File: config.mk
export PLATFORM = sky130hd
export DESIGN_NAME = chs_channel_status
export DESIGN_NICKNAME = d
export VERILOG_FILES = /design/src/rtl/chs_pkg.sv /design/src/rtl/chs_event_decode.sv /design/src/rtl/chs_status_reg.sv /design/src/rtl/chs_irq_out.sv /design/src/rtl/chs_channel_status.sv
export SDC_FILE = /design/constraint.sdc
export NUM_CORES = 1
export LEC_CHECK = 0
export CORE_MARGIN = 1.5
export CORE_UTILIZATION = 26
export CTS_CLUSTER_SIZE = 30
export DETAILED_ROUTE_END_ITERATION = 10
export PLACE_DENSITY = 0.88
export RECOVER_POWER = 50
export SETUP_SLACK_MARGIN = 0.4
export SLEW_MARGIN = 40
export SYNTH_ARGS = -nofsm -noshare
export SYNTH_HDL_FRONTEND = slang
export SYNTH_SLANG_ARGS = --single-unit
export TNS_END_PERCENT = 30
File: constraint.sdc
create_clock -name clk -period 2.8 [get_ports clk]
set_clock_uncertainty 0.05 [all_clocks]
set_input_delay 0.56 -clock clk [delete_from_list [all_inputs] [get_ports clk]]
set_output_delay 0.56 -clock clk [all_outputs]
set_load 0.1 [all_outputs]
File: src/rtl/chs_pkg.sv
package chs_pkg;
  localparam int ST_W   = 8;
  localparam int ST_EOT = 0;
  localparam int ST_EOC = 1;
  localparam int ST_PAR = 2;
  localparam int ST_MAB = 3;
  localparam int ST_TAB = 4;
  localparam int ST_MPA = 5;
  localparam int ST_ZRP = 6;
  localparam int ST_ZRQ = 7;
  localparam int WB_W   = 3;

  typedef struct packed {
    logic zr_q;
    logic zr_p;
    logic mport;
    logic tabort;
    logic mabort;
    logic parity;
  } chs_err_t;
endpackage

File: src/rtl/chs_event_decode.sv
module chs_event_decode
  import chs_pkg::*;
#(
  parameter int PTR_W = 32
) (
  input  logic             active,
  input  logic             desc_done,
  input  logic             reread_done,
  input  logic [PTR_W-1:0] next_ptr,
  input  logic             resume,
  input  logic             irq_en,
  input  logic             wb_en,
  input  chs_err_t         err,
  output logic [ST_W-1:0]  set_vec,
  output logic             go_idle,
  output logic             reread_req,
  output logic             wb_req,
  output logic [WB_W-1:0]  wb_stat
);
  logic ptr_null;
  logic zr_to_reg;
  logic any_reg_err;
  logic done_ok;
  logic reread_ok;
  logic chain_end;
  logic eot_evt;
  logic eoc_evt;

  assign ptr_null    = (next_ptr == '0);
  assign zr_to_reg   = !wb_en;
  assign any_reg_err = err.parity | err.mabort | err.tabort | err.mport |
                       (zr_to_reg & (err.zr_p | err.zr_q));
  assign done_ok     = active & desc_done & !any_reg_err;
  assign reread_ok   = active & reread_done & !any_reg_err;

  always_comb begin
    eot_evt    = 1'b0;
    eoc_evt    = 1'b0;
    chain_end  = 1'b0;
    reread_req = 1'b0;
    if (done_ok) begin
      if (!ptr_null || resume) begin
        eot_evt    = 1'b1;
        reread_req = ptr_null;
      end else begin
        eoc_evt    = 1'b1;
        chain_end  = 1'b1;
      end
    end else if (reread_ok && ptr_null) begin
      eot_evt   = 1'b1;
      eoc_evt   = 1'b1;
      chain_end = 1'b1;
    end
  end

  always_comb begin
    set_vec         = '0;
    set_vec[ST_EOT] = eot_evt & irq_en;
    set_vec[ST_EOC] = eoc_evt & irq_en;
    set_vec[ST_PAR] = err.parity;
    set_vec[ST_MAB] = err.mabort;
    set_vec[ST_TAB] = err.tabort;
    set_vec[ST_MPA] = err.mport;
    set_vec[ST_ZRP] = err.zr_p & zr_to_reg;
    set_vec[ST_ZRQ] = err.zr_q & zr_to_reg;
  end

  assign go_idle = active & (chain_end | any_reg_err);
  assign wb_req  = wb_en & (err.zr_p | err.zr_q);
  assign wb_stat = {1'b1, err.zr_q, err.zr_p};
endmodule

File: src/rtl/chs_status_reg.sv
module chs_status_reg #(
  parameter int W = 8
) (
  input  logic         clk,
  input  logic         rst,
  input  logic [W-1:0] set_vec,
  input  logic         clr_we,
  input  logic [W-1:0] clr_mask,
  output logic [W-1:0] st_q,
  output logic [W-1:0] st_nxt
);
  for (genvar i = 0; i < W; i++) begin : g_bit
    logic clr_bit;
    assign clr_bit   = clr_we & clr_mask[i];
    assign st_nxt[i] = set_vec[i] | (st_q[i] & !clr_bit);
    always_ff @(posedge clk) begin
      if (rst) st_q[i] <= 1'b0;
      else     st_q[i] <= st_nxt[i];
    end
  end
endmodule

File: src/rtl/chs_irq_out.sv
module chs_irq_out
  import chs_pkg::*;
(
  input  logic            clk,
  input  logic            rst,
  input  logic [ST_W-1:0] st_nxt,
  output logic            irq_eot,
  output logic            irq_eoc,
  output logic            irq_err
);
  localparam logic [ST_W-1:0] ERR_MASK = ~((ST_W'(1) << ST_EOT) | (ST_W'(1) << ST_EOC));

  always_ff @(posedge clk) begin
    if (rst) begin
      irq_eot <= 1'b0;
      irq_eoc <= 1'b0;
      irq_err <= 1'b0;
    end else begin
      irq_eot <= st_nxt[ST_EOT];
      irq_eoc <= st_nxt[ST_EOC];
      irq_err <= |(st_nxt & ERR_MASK);
    end
  end
endmodule

File: src/rtl/chs_channel_status.sv
module chs_channel_status
  import chs_pkg::*;
#(
  parameter int PTR_W = 32
) (
  input  logic             clk,
  input  logic             rst,
  input  logic             chan_start_i,
  input  logic             desc_done_i,
  input  logic             reread_done_i,
  input  logic [PTR_W-1:0] next_ptr_i,
  input  logic             resume_i,
  input  logic             desc_irq_en_i,
  input  logic             desc_wb_en_i,
  input  logic             err_parity_i,
  input  logic             err_mabort_i,
  input  logic             err_tabort_i,
  input  logic             err_mport_i,
  input  logic             err_zr_p_i,
  input  logic             err_zr_q_i,
  input  logic             sw_clr_we_i,
  input  logic [ST_W-1:0]  sw_clr_data_i,
  output logic             active_o,
  output logic [ST_W-1:0]  status_o,
  output logic             irq_eot_o,
  output logic             irq_eoc_o,
  output logic             irq_err_o,
  output logic             reread_o,
  output logic             wb_req_o,
  output logic [WB_W-1:0]  wb_stat_o
);
  chs_err_t        err;
  logic [ST_W-1:0] set_vec;
  logic [ST_W-1:0] st_nxt;
  logic            go_idle;
  logic            reread_req;
  logic            wb_req;
  logic [WB_W-1:0] wb_stat;

  assign err = '{zr_q: err_zr_q_i, zr_p: err_zr_p_i, mport: err_mport_i,
                 tabort: err_tabort_i, mabort: err_mabort_i, parity: err_parity_i};

  chs_event_decode #(.PTR_W(PTR_W)) dec_i (
    .active      (active_o),
    .desc_done   (desc_done_i),
    .reread_done (reread_done_i),
    .next_ptr    (next_ptr_i),
    .resume      (resume_i),
    .irq_en      (desc_irq_en_i),
    .wb_en       (desc_wb_en_i),
    .err         (err),
    .set_vec     (set_vec),
    .go_idle     (go_idle),
    .reread_req  (reread_req),
    .wb_req      (wb_req),
    .wb_stat     (wb_stat)
  );

  chs_status_reg #(.W(ST_W)) st_i (
    .clk      (clk),
    .rst      (rst),
    .set_vec  (set_vec),
    .clr_we   (sw_clr_we_i),
    .clr_mask (sw_clr_data_i),
    .st_q     (status_o),
    .st_nxt   (st_nxt)
  );

  chs_irq_out irq_i (
    .clk     (clk),
    .rst     (rst),
    .st_nxt  (st_nxt),
    .irq_eot (irq_eot_o),
    .irq_eoc (irq_eoc_o),
    .irq_err (irq_err_o)
  );

  always_ff @(posedge clk) begin
    if (rst) begin
      active_o  <= 1'b0;
      reread_o  <= 1'b0;
      wb_req_o  <= 1'b0;
      wb_stat_o <= '0;
    end else begin
      if (!active_o && chan_start_i) active_o <= 1'b1;
      else if (go_idle)              active_o <= 1'b0;
      reread_o  <= reread_req;
      wb_req_o  <= wb_req;
      wb_stat_o <= wb_req ? wb_stat : '0;
    end
  end
endmodule

* Word-level counts from Yosys, hierarchy flattened *
Cells that the tools add are included.

cells by class
  bitwise logic cells = 44
  mux-type cells = 8
  reduce and logical (&&, ||, !) cells = 20

operator list
  operator             number
  $logic_not A32 Y1    1
  $and A1 B1 Y1        27
  $or A1 B1 Y1         14
  $logic_not A1 Y1     12
  $mux W1              7
  $reduce_or A6 Y1     1
  $mux W3              1
  $not A1 Y1           3
  $reduce_or A3 Y1     1
  $logic_and A1 B1 Y1  2
  $reduce_bool A2 Y1   1
  $reduce_or A2 Y1     1
  $logic_or A1 B1 Y1   1

word-level totals
  input port bits = 55
  logic and storage cells = 86
  register bits after elaboration = 15

* Depth between registers and ports, before layout *
Gate-level depths: netlist (run 1).

  depth in word-level cells = 13
  depth in mapped cells = 5
  depth with buffers taken out = 5

* Hierarchy *
From an unflattened synthesis (run 1), not the netlist that was laid out.

unflattened totals
  cell total of the unflattened synthesis = 108
  area, all modules = 960.9 um2

by module, submodules not included
  module              cells an instance  instances  area an instance (um2)  seq. area each (um2)
  chs_status_reg      51                 1          466.7                   160.2
  chs_event_decode    36                 1          234.0                   0.0
  chs_channel_status  13                 1          172.7                   120.1
  chs_irq_out         8                  1          87.6                    60.1

* Least setup slack after synthesis (run 1) *
No wires, ideal clock.

  kind = input to register
  from = input port next_ptr_i[16]
  to = register irq_i.irq_eoc
  stages = 5
  required time = 2679 ps
  path buffers = 0
  data arrival time = 2056 ps
  slack = 623 ps
  setup time = 71 ps
  path through = nor4_1 nand2_1 or4_4 or4_1 a21oi_1

between the ends
  longest elaborated chain between the ends = 7

ends and longest elaborated chain
  element                 RTL line                  source
  start: declaration      chs_channel_status.sv:11  input logic [PTR_W-1:0] next_ptr_i,
  $logic_not A32 Y1 (*)   chs_event_decode.sv:29    assign ptr_null = (next_ptr == '0);
  $logic_not A1 Y1        chs_event_decode.sv:42    if (!ptr_null || resume) begin
  $logic_or A1 B1 Y1      chs_event_decode.sv:42
  $mux W1                 chs_event_decode.sv:42
  $mux W1 (*)             chs_event_decode.sv:41    if (done_ok) begin
  $and A1 B1 Y1 (*)       chs_event_decode.sv:59    set_vec[ST_EOC] = eoc_evt & irq_en;
  $or A1 B1 Y1 (*)        chs_status_reg.sv:15      assign st_nxt[i] = set_vec[i] | (st_q[i] & !clr_bit);
  end signal: assignment  chs_irq_out.sv:20         irq_eoc <= st_nxt[ST_EOC];
  end: declaration        chs_irq_out.sv:8          output logic irq_eoc,

Every way passes the cells marked *; elsewhere a longest branch is shown, timed or not.
A chain may end at the register's enable or synchronous reset.

* Worst setup path in the final report (run 1) *
  from = input port next_ptr_i[24]
  to = register irq_i.irq_eoc

Same word-level chain as after synthesis.

==> run summary, run 1 <==
status - completed
Startpoint Class - primary input
drt drc - 0
Port Buffer Count - 71
RSZ-0062 raised after global routing - false
Max VDD drop - 187 µV
Worst slew margin - 0.211
Layout fillers - 209
cell row count - 17
worst r2r path cells - 3
Placed Instance Area - 0.00130 mm²
PD cells - 371 mW/mm²
vias in the first global route - 838
Period Utilization, post-route - 0.869
cell chain of the critical path - clkdlybuf4s50_1 > nor4_1 > nand2_1 > or4_4 > or4_4 > a21oi_2
Buffers & Inverters on Critical Path - 1
DIE AREA - 0.00272 mm²
post-synth top area cell - dfxtp_1
share of cells above drive strength 1 - 0.150
Post-Syn Instances - 77
Clk pin slew, worst setup/hold paths - 0.07 ns
Area contributors post-synth - dfxtp_1 (45%), nor4_1 (9.9%), nand2_1 (8.3%), a21oi_1 (6.4%), nor2_1 (4.8%)
CTS tree - yes
commonest non-fill, non-tap cells in the layout - clkdlybuf4s50_1 (39), nand2_1 (14), dfxtp_1 (14)
Yosys cell types - 22
first-pass GRT wire length - 3220 µm
Pre-antenna DRT Iters - 4
# hold bufs at CTS - 0
dpl hpwl - 1880 µm
ant diodes - 0
worst skew pair latency - 0.26 ns
post-route ant nets - 0
Final min period - 2.43 ns
initial antenna violation count - 0
final hold vios - 0
CP max stage delay - 0.55 ns
Yosys warning count - 0
1st-iter DRT viols - 2
Crit path top cell by count - or4_4
TNS Setup - 0 ns
gpl congestion - 0.695
CTS Buffer Depth - 2
core region area - 0.00225 mm²
Worst Path Max Fanout - 2
final setup fails - 0
r2r setup slk - 1.48 ns
syn_area_per_cell - 8.17 µm²
required time worst endpoint - 2.94 ns
syn nets - 132
vias per inst - 4.96
wire length per cell - 13.6 µm
Area Overhead vs Synth - 119%
Die Height - 52.2 µm
Worst path depth - 6
worst-margin pin slew - 1.19 ns
fmax - 0.411 GHz
I/O Pins - 72
vias - 868
Crit. End Element - flop
worst r2r src - active_o
H-tree levels - 1
final net count - 204
crit path kind - primary input to flop
total global-route track usage - 0.159
CTS sink cnt - 14
post-route cell area - 0.00138 mm²
CP delay by family, top - simple AND/OR/NAND/NOR gates
Seq/Total Area, Yosys - 0.445
HP Start - irq_i.irq_eoc
Initial Utilization - 0.279
most common cell after layout, fill and taps aside - clkdlybuf4s50_1
Slowest cell on crit path - or4_4
#FFs+latches synth - 14
number of max-cap violations - 0
Worst setup startpoint - next_ptr_i[24]
worst hold path class - flop to flop
grt ovf - 0
hold path depth - 2
Leak - 0.000619 µW
Post-Route WL - 2370 µm
CP Data Arrival Time - 2.58 ns
CTS root buffer - clkbuf_4
pin count of the biggest net entering global routing - 16
Yosys top cell area share - 0.445
synthesized area - 629 µm²
Slew Limit Fails - 0
total CTS buffers - 3
chip width - 52.2 µm
==> layout make-up <==
type	instances	area, µm²	area share
repair buffers	72	678	0.491
multi-input cells	57	360	0.261
flip-flops and latches	14	280	0.203
well taps	28	35.0	0.0254
clock buffers	3	22.5	0.0163
inverters	1	3.75	0.00272
==> tightest hold or removal path, cell delays in order (launching register included) <==
cell and delay [ns]:
dfxtp_1 0.33, nand2_1 0.08, a21oi_2 0.05
==> final timing paths <==
check | end
max reg2reg | irq_i.irq_eoc
max | irq_i.irq_eoc
min | irq_i.irq_eoc
min reg2reg | irq_i.irq_eoc
==> report_power, final <==
group	internal (µW)	switching [µW]
logic	81.7	112
registers	208	4.62
clock network	49.6	55.0
==> kinds of logic (layout without fill, tap and decap cells) <==
family	Yosys count	in the layout	synth area share
AOI/OAI and AO/OA	14	14	0.131
buffers and inverters	6	76	0.0537
DFF	14	14	0.445
and+or+nand+nor	43	43	0.370
==> synthesized netlist by cell type <==
cell,number
inv_1,1
or4_4,1
o2111ai_1,1
a21oi_1,8
nand4b_1,1
clkbuf_1,2
nand2b_1,1
nor2b_1,2
o21bai_1,1
o21ai_0,1
and4_1,1
buf_4,3
nor3b_1,1
nor2_1,8
a31oi_1,1
dfxtp_1,14
nand3b_1,1
and3b_1,2
nor4_1,10
or4_1,1
nand2_1,14
o211ai_1,2
==> flip-flops by register name, indices dropped and copies added, names as in the netlist <==
| name | flops |
|---|---|
| irq_i.irq_err | 1 |
| wb_req_o | 1 |
| irq_i.irq_eoc | 1 |
| reread_o | 1 |
| active_o | 1 |
| st_i.st_q | 6 |
| irq_i.irq_eot | 1 |
| wb_stat_o | 2 |
==> repair_timing <==
| item | CTS | global route |
|---|---|---|
| setup endpoints to repair | 1 | 1 |
| gates resized for setup | 1 | 20 |
| pin swaps | 7 | 13 |
| setup buffers | 1 | 0 |
| gates cloned | 0 | 0 |
==> metal layers <==
| layer | vias up | GRT usage | routed length, µm |
|---|---|---|---|
| met3 | 4 | 0.0229 | 195 |
| li1 | 417 | - | - |
| met2 | 58 | 0.329 | 1260 |
| met4 | 0 | 0.0641 | 40 |
| met1 | 389 | 0.151 | 877 |
| met5 | - | 0 | 0 |
==> metrics by stage <==
| stage | cells | hold slack (ns) | setup WS [ns] | util | power, µW |
|---|---|---|---|---|---|
| finish | 175 | 0.454 | 0.367 | 0.612 | 511 |
| global route | 175 | 0.494 | 0.324 | 0.612 | 539 |
| CTS | 175 | 0.457 | 0.412 | 0.594 | 520 |
| detailed placement | 171 | 0.432 | 0.0871 | 0.578 | 414 |
| global placement | 171 | 0.430 | 0.124 | 0.578 | 412 |
| floorplan | 77 | 0.586 | 0.623 | - | 314 |
Note: power is estimated with default switching activity, not from simulation.
==> run 2: changes to the inputs <==
- ABC_AREA: default -> 1
- CORE_UTILIZATION: 26 -> 29
- PLACE_DENSITY: 0.88 -> 0.89
==> run 2 against run 1 <==
- clock power hardly changed
- final area is 1.4% higher
- wire length is 7.5% lower
- non-clock buffer count down 1
- sequential cell count unchanged
- setup slack improved by 0.36 ns
- maximum frequency increased by 17%
- count of clock-buffer cells in the layout unchanged
- hold slack got worse by 0.011 ns
- critical path depth down 5
==> run summary, run 2 <==
Pre-antenna DRT Iters - 3 (was 4)
met1 Track Usage GR - 0.183 (was 0.151)
post-synth top area cell - dfxtp_1 (unchanged)
worst skew pair latency - 0.27 ns (was 0.26 ns)
Crit Reg-Reg Endpoint - irq_i.irq_eot (was irq_i.irq_eoc)
RSZ-0062 raised after global routing - false (unchanged)
wire length per cell - 10.4 µm (was 13.6 µm)
final net count - 239 (was 204)
initial antenna violation count - 0 (unchanged)
CTS Buffer Depth - 2 (unchanged)
final setup fails - 0 (unchanged)
required time worst endpoint - 2.19 ns (was 2.94 ns)
Post-Syn Instances - 113 (was 77)
syn nets - 168 (was 132)
chip width - 53.1 µm (was 52.2 µm)
CP delay by family, top - buffers and inverters (was simple AND/OR/NAND/NOR gates)
total CTS buffers - 3 (unchanged)
post-layout util - 0.609 (was 0.612)
Worst Path Max Fanout - 2 (unchanged)
Area contributors post-synth - dfxtp_1 (39%), nor2_1 (18%), nand2_1 (14%), inv_1 (5.2%), a21oi_1 (3.4%) (was dfxtp_1 (45%), nor4_1 (9.9%), nand2_1 (8.3%), a21oi_1 (6.4%), nor2_1 (4.8%))
Post-CTS Resized - 0 (was 1)
grt ovf - 0 (unchanged)
CTS root buffer - clkbuf_4 (unchanged)
CTS sink cnt - 14 (unchanged)
Final min period - 2.07 ns (was 2.43 ns)
cell chain of the critical path - clkbuf_1 (was clkdlybuf4s50_1 > nor4_1 > nand2_1 > or4_4 > or4_4 > a21oi_2)
Worst path depth - 1 (was 6)
Worst setup startpoint - wb_req_o (was next_ptr_i[24])
M3 GR Usage - 0.0424 (was 0.0229)
number of max-cap violations - 0 (unchanged)
Leak - 0.000577 µW (was 0.000619 µW)
syn_area_per_cell - 6.43 µm² (was 8.17 µm²)
post-route ant nets - 0 (unchanged)
Yosys warning count - 0 (unchanged)
vias per inst - 4.38 (was 4.96)
max reg flops - 6 (unchanged)
Max VDD drop - 364 µV (was 187 µV)
Post-synth top cells - nor2_1 (34), nand2_1 (28), dfxtp_1 (14) (was dfxtp_1 (14), nand2_1 (14), nor4_1 (10))
clock power share - 0.205 (was 0.204)
Comb pwr share - 0.382 (was 0.379)
worst hold path class - flop to flop (unchanged)
gpl congestion - 0.690 (was 0.695)
DIE AREA - 0.00282 mm² (was 0.00272 mm²)
Internal Pwr Total - 344 µW (was 340 µW)
total global-route track usage - 0.165 (was 0.159)
CTS tree - yes (unchanged)
CP Data Arrival Time - 1.46 ns (was 2.58 ns)
I/O Pins - 72 (unchanged)
Slew Limit Fails - 0 (unchanged)
Most flops, register - st_i.st_q (unchanged)
# hold bufs at CTS - 0 (unchanged)
most common cell after layout, fill and taps aside - clkdlybuf4s50_1 (unchanged)
most frequent cell after synthesis - nor2_1
Clk pin slew, worst setup/hold paths - 0.08 ns (was 0.07 ns)
sequential power share - 0.412 (was 0.417)
Post-CTS Setup Bufs - 0 (was 1)
Yosys cell types - 19 (was 22)
r2r setup slk - 1.72 ns (was 1.48 ns)
Worst slew margin - 0.218 (was 0.211)
final hold vios - 0 (unchanged)
TNS Setup - 0 ns (unchanged)
worst r2r src - active_o (unchanged)
vias in the first global route - 906 (was 838)
#FFs+latches synth - 14 (unchanged)
total power draw - 517 µW (was 511 µW)
first-pass GRT wire length - 3510 µm (was 3220 µm)
dpl hpwl - 1900 µm (was 1880 µm)
sw frac - 0.335 (was 0.336)
Initial Utilization - 0.316 (was 0.279)
Port Buffer Count - 71 (unchanged)
share of cells above drive strength 1 - 0.115 (was 0.150)
Period Utilization, post-route - 0.740 (was 0.869)
Seq/Total Area, Yosys - 0.386 (was 0.445)
core region area - 0.00230 mm² (was 0.00225 mm²)
Startpoint Class - flop (was primary input)
dpl ws - 0.767 ns (was 0.0871 ns)
Area Overhead vs Synth - 92.4% (was 119%)
setup slack after layout - 0.728 ns (was 0.367 ns)
Worst setup endpoint - wb_req_o (was irq_i.irq_eoc)
fmax - 0.483 GHz (was 0.411 GHz)
Yosys top cell area share - 0.386 (was 0.445)
Largest regs - st_i.st_q: 6 flops, wb_stat_o: 2 flops (unchanged)
status - completed (unchanged)
Buffers & Inverters on Critical Path - 1 (unchanged)
Net Sw Power - 173 µW (was 172 µW)
PD cells - 370 mW/mm² (was 371 mW/mm²)
Die Height - 53.1 µm (was 52.2 µm)
drt drc - 0 (unchanged)
commonest non-fill, non-tap cells in the layout - clkdlybuf4s50_1 (52), nor2_1 (34), nand2_1 (28) (was clkdlybuf4s50_1 (39), nand2_1 (14), dfxtp_1 (14))
cell row count - 17 (unchanged)
Synth async-reset ratio - 0 (unchanged)
1st-iter DRT viols - 6 (was 2)
ys flop type - dfxtp_1 (unchanged)
ant diodes - 0 (unchanged)
gr busiest metal - met2 (unchanged)
synthesized area - 727 µm² (was 629 µm²)
GR Layer Usage met2 - 0.310 (was 0.329)
Slowest cell on crit path - clkbuf_1 (was or4_4)
CP max stage delay - 0.87 ns (was 0.55 ns)
crit path kind - flop to output pin (was primary input to flop)
worst-margin pin slew - 1.18 ns (was 1.19 ns)
worst r2r path cells - 6 (was 3)
H-tree levels - 1 (unchanged)
pin count of the biggest net entering global routing - 11 (was 16)
Crit. End Element - output pin (was flop)
number of synthesized flops with an enable pin - 0 (unchanged)
vias - 920 (was 868)
Post-Route WL - 2190 µm (was 2370 µm)
worst hold margin - 0.443 ns (was 0.454 ns)
run 2: through the flow:
stage               std cells  area [µm²]
finish                    210        1400
global placement          207        1400
detailed placement        207        1400
global route              210        1400
CTS                       210        1420
floorplan                 113         727
run 2: worst min-delay path, cell delays in order, from the launching register on:
cell and delay (ns):
dfxtp_1 0.33, nand2_1 0.07, a21oi_1 0.06
run 2: worst min path at each step:
stage	start	to	slack [ns]	cells past startpoint
after floorplan	err_parity_i	st_i.st_q[2]	0.64	2
after global placement	irq_i.irq_eot	irq_i.irq_eot	0.42	2
after detailed placement	irq_i.irq_eot	irq_i.irq_eot	0.43	2
after CTS	irq_i.irq_eot	irq_i.irq_eot	0.44	2
after global routing	irq_i.irq_eoc	irq_i.irq_eoc	0.49	2
final	irq_i.irq_eot	irq_i.irq_eot	0.44	2
run 2: power by group through the flow:
stage	Clock, µW	Combinational [µW]	Sequential (µW)
after CTS	110	202	213
after global placement	0	199	218
after detailed placement	0	202	218
after floorplan	0	35.3	287
final	106	198	213
after global routing	121	209	215
run 2: per-layer routing:
metal / part of all wire / wire length [µm]
met5: 0 / 0
met3: 0.070 / 153
met2: 0.49 / 1080
met4: 0.014 / 31
met1: 0.42 / 926
run 2: final cells by class:
type | instances | area (µm²)
multi-input cells | 84 | 378
repair buffers | 71 | 646
well taps | 28 | 35.0
flip-flops and latches | 14 | 280
clock buffers | 3 | 22.5
fillers | 221 | 898
inverters | 10 | 37.5
run 2: cell families (layout without fill, tap and decap cells):
group / after synthesis / after routing / synth area share
buffers and inverters: 15 / 84 / 0.0947
flip-flops: 14 / 14 / 0.386
AO/OA/AOI/OAI: 11 / 11 / 0.0912
AND/OR/NAND/NOR: 73 / 73 / 0.429
==> run 3: changes to the inputs <==
- CORE_UTILIZATION: 29 -> 26
- PLACE_DENSITY: 0.89 -> 0.85
- clock period: 2.8 -> 1.8 ns (I/O delays scaled with it)
==> run 3 against run 2 <==
- wire length grew 28%
- clock power up 75%
- final cell count is 2.9% higher
- final area is 22% higher
- setup slack lost 0.43 ns
- first-iteration DRC count rose by 50%
- core utilization rose by 5.8 points
- critical path depth did not move
- sequential share of layout area is 2.9 points lower
- count of clock-buffer cells in the layout did not move
- combinational power up 69%
- critical endpoint is now status_o[2]
- largest cell class unchanged
==> run summary, run 3 (synthesis gave the netlist of run 2 again) <==
status - completed (unchanged)
Largest regs - st_i.st_q: 6 flops, wb_stat_o: 2 flops (unchanged)
H-tree levels - 1 (unchanged)
Initial Utilization - 0.283 (was 0.316)
Buffers & Inverters on Critical Path - 1 (unchanged)
Slew Limit Fails - 0 (unchanged)
Post-Route WL - 2810 µm (was 2190 µm)
Worst Path Max Fanout - 2 (unchanged)
Layout fillers - 193 (was 221)
TNS Setup - 0 ns (unchanged)
core region area - 0.00257 mm² (was 0.00230 mm²)
Most flops, register - st_i.st_q (unchanged)
share of cells above drive strength 1 - 0.247 (was 0.115)
ant diodes - 0 (unchanged)
max reg flops - 6 (unchanged)
total power draw - 857 µW (was 517 µW)
Leak - 0.000986 µW (was 0.000577 µW)
worst skew pair latency - 0.29 ns (was 0.27 ns)
Startpoint Class - flop (unchanged)
first-pass GRT wire length - 4060 µm (was 3510 µm)
RSZ-0062 raised after global routing - true (was false)
grt ovf - 0 (unchanged)
vias in the first global route - 1,008 (was 906)
final hold vios - 0 (unchanged)
dpl hpwl - 2240 µm (was 1900 µm)
Final min period - 1.50 ns
CP max stage delay - 0.45 ns (was 0.87 ns)
1st-iter DRT viols - 9 (was 6)
crit path kind - flop to output pin (unchanged)
fmax - 0.665 GHz
Die Height - 55.9 µm (was 53.1 µm)
gpl congestion - 0.719 (was 0.690)
CP Data Arrival Time - 1.09 ns (was 1.46 ns)
initial antenna violation count - 0 (unchanged)
Max VDD drop - 625 µV (was 364 µV)
CTS root buffer - clkbuf_4 (unchanged)
Crit. End Element - output pin (unchanged)
pin count of the biggest net entering global routing - 9 (was 11)
commonest non-fill, non-tap cells in the layout - dlymetal6s2s_1 (36), nor2_1 (32), nand2_1 (27) (was clkdlybuf4s50_1 (52), nor2_1 (34), nand2_1 (28))
CTS sink cnt - 14 (unchanged)
wire length per cell - 13.0 µm (was 10.4 µm)
worst-margin pin slew - 0.551 ns (was 1.18 ns)
CTS Buffer Depth - 2 (unchanged)
Area Overhead vs Synth - 135% (was 92.4%)
final net count - 242 (was 239)
Worst slew margin - 0.634 (was 0.218)
cell row count - 18 (was 17)
Highest Signal Layer - met4 (unchanged)
Slowest cell on crit path - clkbuf_2 (was clkbuf_1)
Metal-1 WL - 1050 µm (was 926 µm)
post-route ant nets - 0 (unchanged)
met3 wire len - 132 µm (was 153 µm)
Met2 Wirelength - 1570 µm (was 1080 µm)
cell chain of the critical path - clkbuf_2 (was clkbuf_1)
Clk pin slew, worst setup/hold paths - 0.09 ns (was 0.08 ns)
final setup fails - 0 (unchanged)
drt drc - 0 (unchanged)
CTS tree - yes (unchanged)
most common cell after layout, fill and taps aside - dlymetal6s2s_1 (was clkdlybuf4s50_1)
total global-route track usage - 0.165 (about the same)
chip width - 55.9 µm (was 53.1 µm)
worst hold path class - primary input to flop (was flop to flop)
post-route cell area - 0.00171 mm² (was 0.00140 mm²)
sequential cell area - 294 µm² (was 280 µm²)
I/O Pins - 72 (unchanged)
placed cell count - 211 (was 207)
Period Utilization, post-route - 0.835
number of max-cap violations - 0 (unchanged)
DIE AREA - 0.00312 mm² (was 0.00282 mm²)
Pre-antenna DRT Iters - 4 (was 3)
Port Buffer Count - 71 (unchanged)
required time worst endpoint - 1.39 ns (was 2.19 ns)
Placed Instance Area - 0.00164 mm² (was 0.00140 mm²)
worst hold margin - 0.314 ns (was 0.443 ns)
total CTS buffers - 3 (unchanged)
Cell Count, Final, Fillers Out - 216 (was 210)
vias per inst - 4.53 (was 4.38)
vias - 979 (was 920)
CP delay by family, top - buffers and inverters (unchanged)
PD cells - 501 mW/mm² (was 370 mW/mm²)
multi-input logic area - 403 µm² (was 378 µm²)
[run 3: through the flow]
stage	worst slack, ns	utilization
4_1_cts	0.314	0.650
5_1_grt	0.225	0.667
6_report	0.297	0.667
3_3_place_gp	0.0776	0.640
2_1_floorplan	0.368	-
3_5_place_dp	-0.0530	0.640
[run 3: cell type report]
class / count / area share
inverter: 10 / 0.0219
timing repair buffer: 74 / 0.534
clock buffer: 3 / 0.0132
sequential: 14 / 0.172
clock inverter: 1 / 0.00219
multi-input combinational: 84 / 0.235
tap: 30 / 0.0219
[run 3: where the power goes]
part	internal (µW)	switching (µW)
registers	323	15.2
clock network	80.7	104
logic	152	183
[run 3: worst register-to-register path, stage by stage (launching register included)]
cell and delay [ns]:
dfxtp_2 0.38, nand2_1 0.06, nor2_1 0.27, inv_2 0.07, nand2_2 0.08, nand3_2 0.08, a21oi_2 0.12
[run 3: path summary, 6_finish.rpt]
path / to / depth (start not counted) / startpoint / slack, ns
worst max-delay path: status_o[2] / 1 / st_i.st_q[2] / 0.30
worst min-delay path: st_i.st_q[3] / 3 / err_mabort_i / 0.31
worst min register to register: st_i.st_q[3] / 2 / st_i.st_q[3] / 0.47
worst max register to register: irq_i.irq_eoc / 6 / active_o / 0.63
[run 3: timing repair]
| item | 4_1_cts | 5_1_grt |
|---|---|---|
| setup endpoints to repair | 4 | 5 |
| endpoints found under the hold margin | 0 | 0 |
| hold buffers | 0 | 0 |
| pin swaps | 0 | 40 |
| setup buffers | 0 | 1 |
| resized for setup | 1 | 47 |
[run 3: layer usage]
layer  track usage  vias up
li1              -      498
met1         0.158      434
met2         0.330       38
met3        0.0349        9
met4        0.0748        0
met5             0        -
